File: src/rtl/tpc_pkg.sv
package tpc_pkg;

  typedef enum logic [1:0] {
    MODE_SHIFT_NARROW = 2'd0,
    MODE_SHIFT_WIDE   = 2'd1,
    MODE_WHOLE_NARROW = 2'd2,
    MODE_WHOLE_WIDE   = 2'd3
  } tpc_mode_e;

  typedef enum logic [1:0] {
    ROLE_LIVE  = 2'd0,
    ROLE_SHIFT = 2'd1,
    ROLE_HOLD  = 2'd2
  } tpc_role_e;

  // Part a lane plays for a given mode; counts give how many low lanes join phase one.
  function automatic tpc_role_e lane_role(input tpc_mode_e   mode,
                                          input int unsigned lane,
                                          input int unsigned shift_narrow,
                                          input int unsigned shift_wide,
                                          input int unsigned hold_narrow,
                                          input int unsigned hold_wide);
    tpc_role_e r;
    case (mode)
      MODE_SHIFT_NARROW: r = (lane < shift_narrow) ? ROLE_SHIFT : ROLE_LIVE;
      MODE_SHIFT_WIDE:   r = (lane < shift_wide)   ? ROLE_SHIFT : ROLE_LIVE;
      MODE_WHOLE_NARROW: r = (lane < hold_narrow)  ? ROLE_HOLD  : ROLE_LIVE;
      default:           r = (lane < hold_wide)    ? ROLE_HOLD  : ROLE_LIVE;
    endcase
    return r;
  endfunction

endpackage

File: src/rtl/tpc_role_decode.sv
module tpc_role_decode
  import tpc_pkg::*;
#(
  parameter int unsigned NGRP         = 4,
  parameter int unsigned SHIFT_NARROW = 1,
  parameter int unsigned SHIFT_WIDE   = 3,
  parameter int unsigned HOLD_NARROW  = 1,
  parameter int unsigned HOLD_WIDE    = 2
) (
  input  tpc_mode_e mode_i,
  output tpc_role_e role_o [NGRP]
);

  for (genvar g = 0; g < NGRP; g++) begin : g_role
    assign role_o[g] = lane_role(mode_i, int'(g), SHIFT_NARROW, SHIFT_WIDE,
                                 HOLD_NARROW, HOLD_WIDE);
  end

endmodule

File: src/rtl/tpc_lane.sv
module tpc_lane
  import tpc_pkg::*;
#(
  parameter int unsigned GW = 16   // lane width, even
) (
  input  logic          clk,
  input  logic          rst_n,
  input  tpc_role_e     role_i,
  input  logic [GW-1:0] live_i,
  input  logic          park_i,
  input  logic          commit_i,
  output logic [GW-1:0] merged_o
);

  localparam int unsigned HALF = GW / 2;

  logic [GW-1:0] hold_q;

  // Value stored at a park strobe.
  function automatic logic [GW-1:0] park_val(input tpc_role_e r, input logic [GW-1:0] v);
    case (r)
      ROLE_SHIFT: return {v[HALF-1:0], {(GW-HALF){1'b0}}};
      ROLE_HOLD:  return v;
      default:    return '0;
    endcase
  endfunction

  // Lane contribution to the combined sample.
  function automatic logic [GW-1:0] merge_val(input tpc_role_e r, input logic [GW-1:0] h,
                                              input logic [GW-1:0] v);
    case (r)
      ROLE_SHIFT: return {h[GW-1:HALF], v[HALF-1:0]};
      ROLE_HOLD:  return h;
      default:    return v;
    endcase
  endfunction

  // A park in the same clock as a commit wins: the new phase is kept for the next sample.
  always_ff @(posedge clk or negedge rst_n) begin
    if (!rst_n)        hold_q <= '0;
    else if (park_i)   hold_q <= park_val(role_i, live_i);
    else if (commit_i) hold_q <= '0;
  end

  assign merged_o = merge_val(role_i, hold_q, live_i);

  // a shifted lane parks its low half in the high half
  p_shift_park_r3: assert property (@(posedge clk) disable iff (!rst_n)
    (park_i && role_i == ROLE_SHIFT) |=> hold_q[GW-1:HALF] == $past(live_i[HALF-1:0]));

  // a whole lane parks unchanged
  p_whole_park_r5: assert property (@(posedge clk) disable iff (!rst_n)
    (park_i && role_i == ROLE_HOLD) |=> hold_q == $past(live_i));

  // a commit without park leaves nothing parked
  p_drop_after_commit_r8: assert property (@(posedge clk) disable iff (!rst_n)
    (commit_i && !park_i) |=> hold_q == '0);

  // without strobes the parked value stays
  p_hold_steady_r7: assert property (@(posedge clk) disable iff (!rst_n)
    (!park_i && !commit_i) |=> $stable(hold_q));

endmodule

File: src/rtl/tpc_sample_reg.sv
module tpc_sample_reg #(
  parameter int unsigned W = 64
) (
  input  logic         clk,
  input  logic         rst_n,
  input  logic         load_i,
  input  logic [W-1:0] data_i,
  output logic         valid_o,
  output logic [W-1:0] data_o
);

  always_ff @(posedge clk or negedge rst_n) begin
    if (!rst_n) begin
      valid_o <= 1'b0;
      data_o  <= '0;
    end else begin
      valid_o <= load_i;
      if (load_i) data_o <= data_i;
    end
  end

  // output word held between commits
  p_data_held_r10: assert property (@(posedge clk) disable iff (!rst_n)
    !load_i |=> $stable(data_o));

  // no back-to-back valid without back-to-back loads
  p_valid_single_r2: assert property (@(posedge clk) disable iff (!rst_n)
    (valid_o && !load_i) |=> !valid_o);

endmodule

File: src/rtl/two_phase_combiner.sv
module two_phase_combiner
  import tpc_pkg::*;
#(
  parameter int unsigned NGRP         = 4,
  parameter int unsigned GW           = 16,
  parameter int unsigned SHIFT_NARROW = 1,
  parameter int unsigned SHIFT_WIDE   = 3,
  parameter int unsigned HOLD_NARROW  = 1,
  parameter int unsigned HOLD_WIDE    = 2
) (
  input  logic                 clk,
  input  logic                 rst_n,
  input  logic [1:0]           mode_i,
  input  logic [NGRP*GW-1:0]   chan_i,
  input  logic                 park_stb_i,
  input  logic                 commit_stb_i,
  output logic                 smp_valid_o,
  output logic [NGRP*GW-1:0]   smp_data_o
);

  localparam int unsigned CH = NGRP * GW;

  tpc_mode_e      mode_e;
  tpc_role_e      roles [NGRP];
  logic [CH-1:0]  merged;
  logic           ev_park;
  logic           ev_commit;
  logic           ev_overlap;

  assign mode_e     = tpc_mode_e'(mode_i);
  assign ev_park    = park_stb_i;
  assign ev_commit  = commit_stb_i;
  assign ev_overlap = ev_park && ev_commit;

  tpc_role_decode #(
    .NGRP(NGRP), .SHIFT_NARROW(SHIFT_NARROW), .SHIFT_WIDE(SHIFT_WIDE),
    .HOLD_NARROW(HOLD_NARROW), .HOLD_WIDE(HOLD_WIDE)
  ) u_roles (
    .mode_i (mode_e),
    .role_o (roles)
  );

  for (genvar g = 0; g < NGRP; g++) begin : g_lane
    tpc_lane #(.GW(GW)) u_lane (
      .clk      (clk),
      .rst_n    (rst_n),
      .role_i   (roles[g]),
      .live_i   (chan_i[g*GW +: GW]),
      .park_i   (ev_park),
      .commit_i (ev_commit),
      .merged_o (merged[g*GW +: GW])
    );
  end

  tpc_sample_reg #(.W(CH)) u_out (
    .clk     (clk),
    .rst_n   (rst_n),
    .load_i  (ev_commit),
    .data_i  (merged),
    .valid_o (smp_valid_o),
    .data_o  (smp_data_o)
  );

  // valid only after a commit
  p_valid_after_commit_r2: assert property (@(posedge clk) disable iff (!rst_n)
    smp_valid_o |-> $past(ev_commit));

  // overlapping strobes still emit a sample
  p_overlap_emits_r9: assert property (@(posedge clk) disable iff (!rst_n)
    ev_overlap |=> smp_valid_o);

  // reset state visible at the outputs
  always_ff @(posedge clk) begin
    if (!rst_n) begin
      p_reset_quiet_r1: assert (!smp_valid_o && smp_data_o == '0);
    end
  end

endmodule

File: config.mk
export PLATFORM = sky130hd
export DESIGN_NAME = two_phase_combiner
export DESIGN_NICKNAME = d
export VERILOG_FILES = /design/src/rtl/tpc_pkg.sv /design/src/rtl/tpc_role_decode.sv /design/src/rtl/tpc_lane.sv /design/src/rtl/tpc_sample_reg.sv /design/src/rtl/two_phase_combiner.sv
export SDC_FILE = /design/constraint.sdc
export NUM_CORES = 1
export LEC_CHECK = 0
export BUFFER_PORTS_ARGS = -buffer_cell sky130_fd_sc_hd__clkbuf_2
export CAP_MARGIN = 20
export CORE_ASPECT_RATIO = 1.1
export CORE_MARGIN = 5
export CORE_UTILIZATION = 55
export DETAILED_ROUTE_END_ITERATION = 7
export PLACE_DENSITY = 0.84
export SYNTH_ARGS = -nofsm -noshare
export SYNTH_HDL_FRONTEND = slang
export SYNTH_SLANG_ARGS = --single-unit
File: constraint.sdc
create_clock -name clk -period 2.3 [get_ports clk]
set_input_delay 0.46 -clock clk [delete_from_list [all_inputs] [get_ports clk]]
set_output_delay 0.46 -clock clk [all_outputs]
set_load 0.05 [all_outputs]
# ---- Word-level counts from Yosys, hierarchy flattened
# Index checks and enable logic that the tools add are counted.
dict set report totals {
  out_inout_bits 65
  register_bits 113
  wordCells 30
  input_bits 70
}
dict set report op_classes {
  n_mux 13
  reduce_logical 4
  eq_ne 8
}
# operator n
set op_table {}
lappend op_table {{$pmux 16 s2} 6}
lappend op_table {{$mux 16} 4}
lappend op_table {{$eq 2x1->1 const B} 3}
lappend op_table {{$eq 2x2->1 const B} 3}
lappend op_table {{$pmux 2 s2} 1}
lappend op_table {{$reduce_or 2->1} 2}
lappend op_table {{$eq 1x2->1 const B} 1}
lappend op_table {{$logic_not 2->1} 1}
lappend op_table {{$mux 2} 1}
lappend op_table {{$reduce_bool 2->1} 1}
lappend op_table {{$eq 1x1->1 const B} 1}
lappend op_table {{$mux 1} 1}

# ---- Longest topological paths before layout
dict set report depth {
  word_depth 6
  mapped_depth 5
  ltp_nobuf 2
}

# ---- Cells and area by module
# A second synthesis with hierarchy kept.
dict set report unflattened {
  cells_unflattened 569
  hier_area_um2 6601.3
}
# mod seq_area_each_um2 instances cells_per_inst area_each_um2
set modules_own_cells {}
lappend modules_own_cells {tpc_lane 400.4 4 106 960.9}
lappend modules_own_cells {tpc_sample_reg 1626.6 1 136 2703.8}
lappend modules_own_cells {tpc_role_decode 0.0 1 9 53.8}

# ---- Worst setup path before layout
# Ideal clock, no wire load.
dict set report synth_path {
  path_kind {input -> register}
  start {in park_stb_i}
  end {reg g_lane[1].u_lane.hold_q[13]}
  setup_slack_ps 883
  required_ps 2174
  stages 5
  setup_ps 126
  arrival_time_ps 1291
  path_buffers 3
  path_cell_list {buf_6 -> and3_4 -> buf_6 -> buf_6 -> a221o_1}
}
dict set report synth_via {
  elab_chain_len 1
  word_cells_on_any_way 2
  classes_between {1 x mux; 1 x reduce/logical}
}
# element line
set synth_rtl {}
lappend synth_rtl {{from (decl)} two_phase_combiner.sv:15} ;# input logic park_stb_i,
lappend synth_rtl {{$mux 16 or $reduce_bool 2->1 (tied branches)} -}
lappend synth_rtl {{to (signal assigned)} tpc_lane.sv:41} ;# else if (park_i) hold_q <= park_val(role_i, live_i);
lappend synth_rtl {{to (decl)} tpc_lane.sv:17} ;# logic [GW-1:0] hold_q;
# Parallel ways exist; a longest one is shown, timed or not.
# A chain may end at the register's enable or synchronous reset.

# ---- Final worst setup path
dict set report layout_path {
  start {reg u_out.data_o[22]}
  end {out smp_data_o[22]}
}
# element line
set layout_lines {}
lappend layout_lines {{from (decl)} tpc_sample_reg.sv:9} ;# output logic [W-1:0] data_o
lappend layout_lines {{from (signal assigned)} tpc_sample_reg.sv:18} ;# if (load_i) data_o <= data_i;
lappend layout_lines {{to (decl)} two_phase_combiner.sv:18} ;# output logic [NGRP*GW-1:0] smp_data_o
# No word-level cell between the ends.

==> results.json <==
{
  "via_per_inst": 5.532,
  "final.setup.tns_ns": 0,
  "cp-end-kind": "output port",
  "io_pins": 135,
  "ctsHoldBuffers": 0,
  "power_frac_seq": 0.485,
  "grt_pass1_vias": 3450,
  "wirelength_mm": 10.12,
  "layout_common_cells": "132 x clkbuf_2, 105 x dfrtp_1, 33 x mux2i_1",
  "hold_viol": 0,
  "grt_max_degree": 58,
  "leakage_nw": 2.674,
  "core_um2": 7998,
  "path_max_fanout": 2,
  "p_int_mw": 2.908,
  "start_kind": "register",
  "swShare": 0.3271,
  "start_util": 0.5691,
  "critPathTopFamily": "flip-flops",
  "r2r_slack_ns": 1.36,
  "slowest_stage": "dfrtp_1",
  "cts_resized": 0,
  "ys_ff_latch": 105,
  "synthMuxAreaShare": 0.1517,
  "tightest_slew_ns": 0.5986,
  "clock_latency_ns": 0.36,
  "dp_hpwl_mm": 7.212,
  "final_common_cell": "clkbuf_2",
  "grt_usage": 0.2016,
  "total_power_mw": 4.321,
  "synth_cell_types": 26,
  "synth.avg_cell_area_um2": 12.34,
  "maxSlewHeadroom": 0.6010,
  "synth-compound-area-share": 0.1163,
  "timing.final.ws_setup_ns": 0.8215,
  "cts_sinks": 105,
  "crit_buf_inv": 1,
  "clockPowerShare": 0.281,
  "drt-pass1-iter-count": 4,
  "required_ns": 1.84,
  "synth_top_family_by_area": "multiplexers",
  "synth-seq-area-share": 0.5772,
  "synth-simple-area-share": 0.1113,
  "drc_errors": 0,
  "ant_nets": 0,
  "worstPathCellList": "clkbuf_2",
  "comb_power_share": 0.234,
  "cp_slowest_stage_delay_ns": 0.38,
  "setup_viol": 0,
  "slew_violations": 0,
  "grt_remaining_overflow": 0,
  "holdWs_ns": 0.03076,
  "status": "finished clean",
  "crit_type": "reg -> out",
  "post-place-ws_ns": 0.4429,
  "clock.fmax_ghz": 0.6763,
  "p_sw_mw": 1.414,
  "fp.dieH_um": 105.4,
  "diodes": 0,
  "first_iter_violations": 152,
  "area_growth_pct": 20.34,
  "rsz0062_at_grt": "false",
  "syn-instance-count": 369,
  "h-tree-depth": 3,
  "power.density_nw_per_um2": 788.9,
  "ys_warn_count": 0,
  "root_buffer": "clkbuf_8",
  "grt_pass1_wl_mm": 17.07,
  "rows": 34,
  "max-cap-violations": 0,
  "cts_setup_buffers": 0,
  "place_inst": 586,
  "gp_routability_congestion": 0.8029,
  "clock_path_buffers": 2,
  "cts_made_buffers": 9,
  "fin_crit_sh": 0.6428,
  "final_cells": 602,
  "dieArea_um2": 10200,
  "hold_class": "in -> async",
  "ir_drop_uv": 414.4,
  "die_x_um": 96.74,
  "cp_data_arrival_time_ns": 1.02,
  "vias": 3330,
  "drt-wirelength-per-cell_um": 16.82,
  "synth-xor-area-share": 0,
  "drive_gt1_frac": 0.4028,
  "layout_min_cycle_time_ns": 1.479,
  "synth_nets": 439,
  "skew_ns": 0.01118,
  "cts_tree": "done",
  "synthAdderAreaFrac": 0,
  "cts.clk_slew.worst_paths_ns": 0.10,
  "layout.nets": 560,
  "syn_area_um2": 4552,
  "portBuffers": 134,
  "antenna_found_initial": 0
}
## flip-flops by register name, summed over array words and instances, names as in the netlist
signal	count
u_out.data_o	64
g_lane.u_lane.hold_q	40
u_out.valid_o	1
## path summary, 6_finish.rpt
kind,startpoint,to,cells after the start
max,u_out.data_o[22],smp_data_o[22],1
min,rst_n,u_out.data_o[51],1
max reg2reg,g_lane[1].u_lane.hold_q[12],g_lane[1].u_lane.hold_q[12],2
min reg2reg,g_lane[0].u_lane.hold_q[10],u_out.data_o[10],1
max in group asynchronous,rst_n,g_lane[2].u_lane.hold_q[10],2
min in group clk,chan_i[52],u_out.data_o[52],2
## metal layers
layer | vias up | track usage | share of wire
met5 | - | 0 | 0
met1 | 1636 | 0.2661 | 0.44
met3 | 12 | 0.05614 | 0.057
met2 | 117 | 0.3274 | 0.49
li1 | 1565 | - | -
met4 | 0 | 0.06018 | 0.013
## synthesized netlist by cell type, drive strengths merged
master  instances  area share
clkbuf          7      0.0058
o21ai           8      0.0088
a221o           7       0.015
a21oi          16       0.018
and3            1      0.0025
dfrtp         105        0.58
o32ai           1      0.0019
inv             1     0.00082
nand3          16       0.018
a21bo           8       0.018
nand2           9      0.0074
mux2           32       0.079
a31oi           8       0.011
mux2i          33       0.073
nor2b           1      0.0014
nand4b          8       0.015
buf            27       0.037
nor3b           7       0.012
a22o           16       0.031
o211ai          8       0.013
and3b           1      0.0019
nand2b         24       0.033
nor2           25       0.021
## stage by stage
step / utilization / area (um2)
finish: 0.6849 / 5478
global route: 0.6849 / 5478
CTS: 0.6840 / 5470
detailed placement: 0.6579 / 5261
global placement: 0.6579 / 5261
floorplan: - / 4552
## worst register-to-register path, stage by stage (launching register included)
cell and delay (ns):
dfrtp_1 0.40, nor3b_1 0.15, a221o_1 0.28
## cell type report
class	instances	area (um2)
well taps	108	135.1
repair buffers	144	775.7
clock buffers	10	127.6
fillers	633	2520
clock inverters	5	81.33
multi-input cells	229	1727
flip-flops and latches	105	2628
inverters	1	3.754
## logic make-up (layout without fill, tap and decap cells)
kind of cell    after synthesis  after routing
simple gates                 92             92
compound gates               72             72
flops                       105            105
mux                          65             65
buf+inv                      35            160
## power by group through the flow
stage | sequential [mW] | combinational (mW) | clock [mW]
3_5_place_dp | 2.13 | 1.02 | 0
3_3_place_gp | 2.12 | 1.00 | 0
4_1_cts | 2.09 | 1.02 | 1.23
6_report | 2.09 | 1.01 | 1.22
2_1_floorplan | 2.55 | 0.287 | 0
5_1_grt | 2.12 | 1.08 | 1.32
Power figures use the tool's default switching activity.
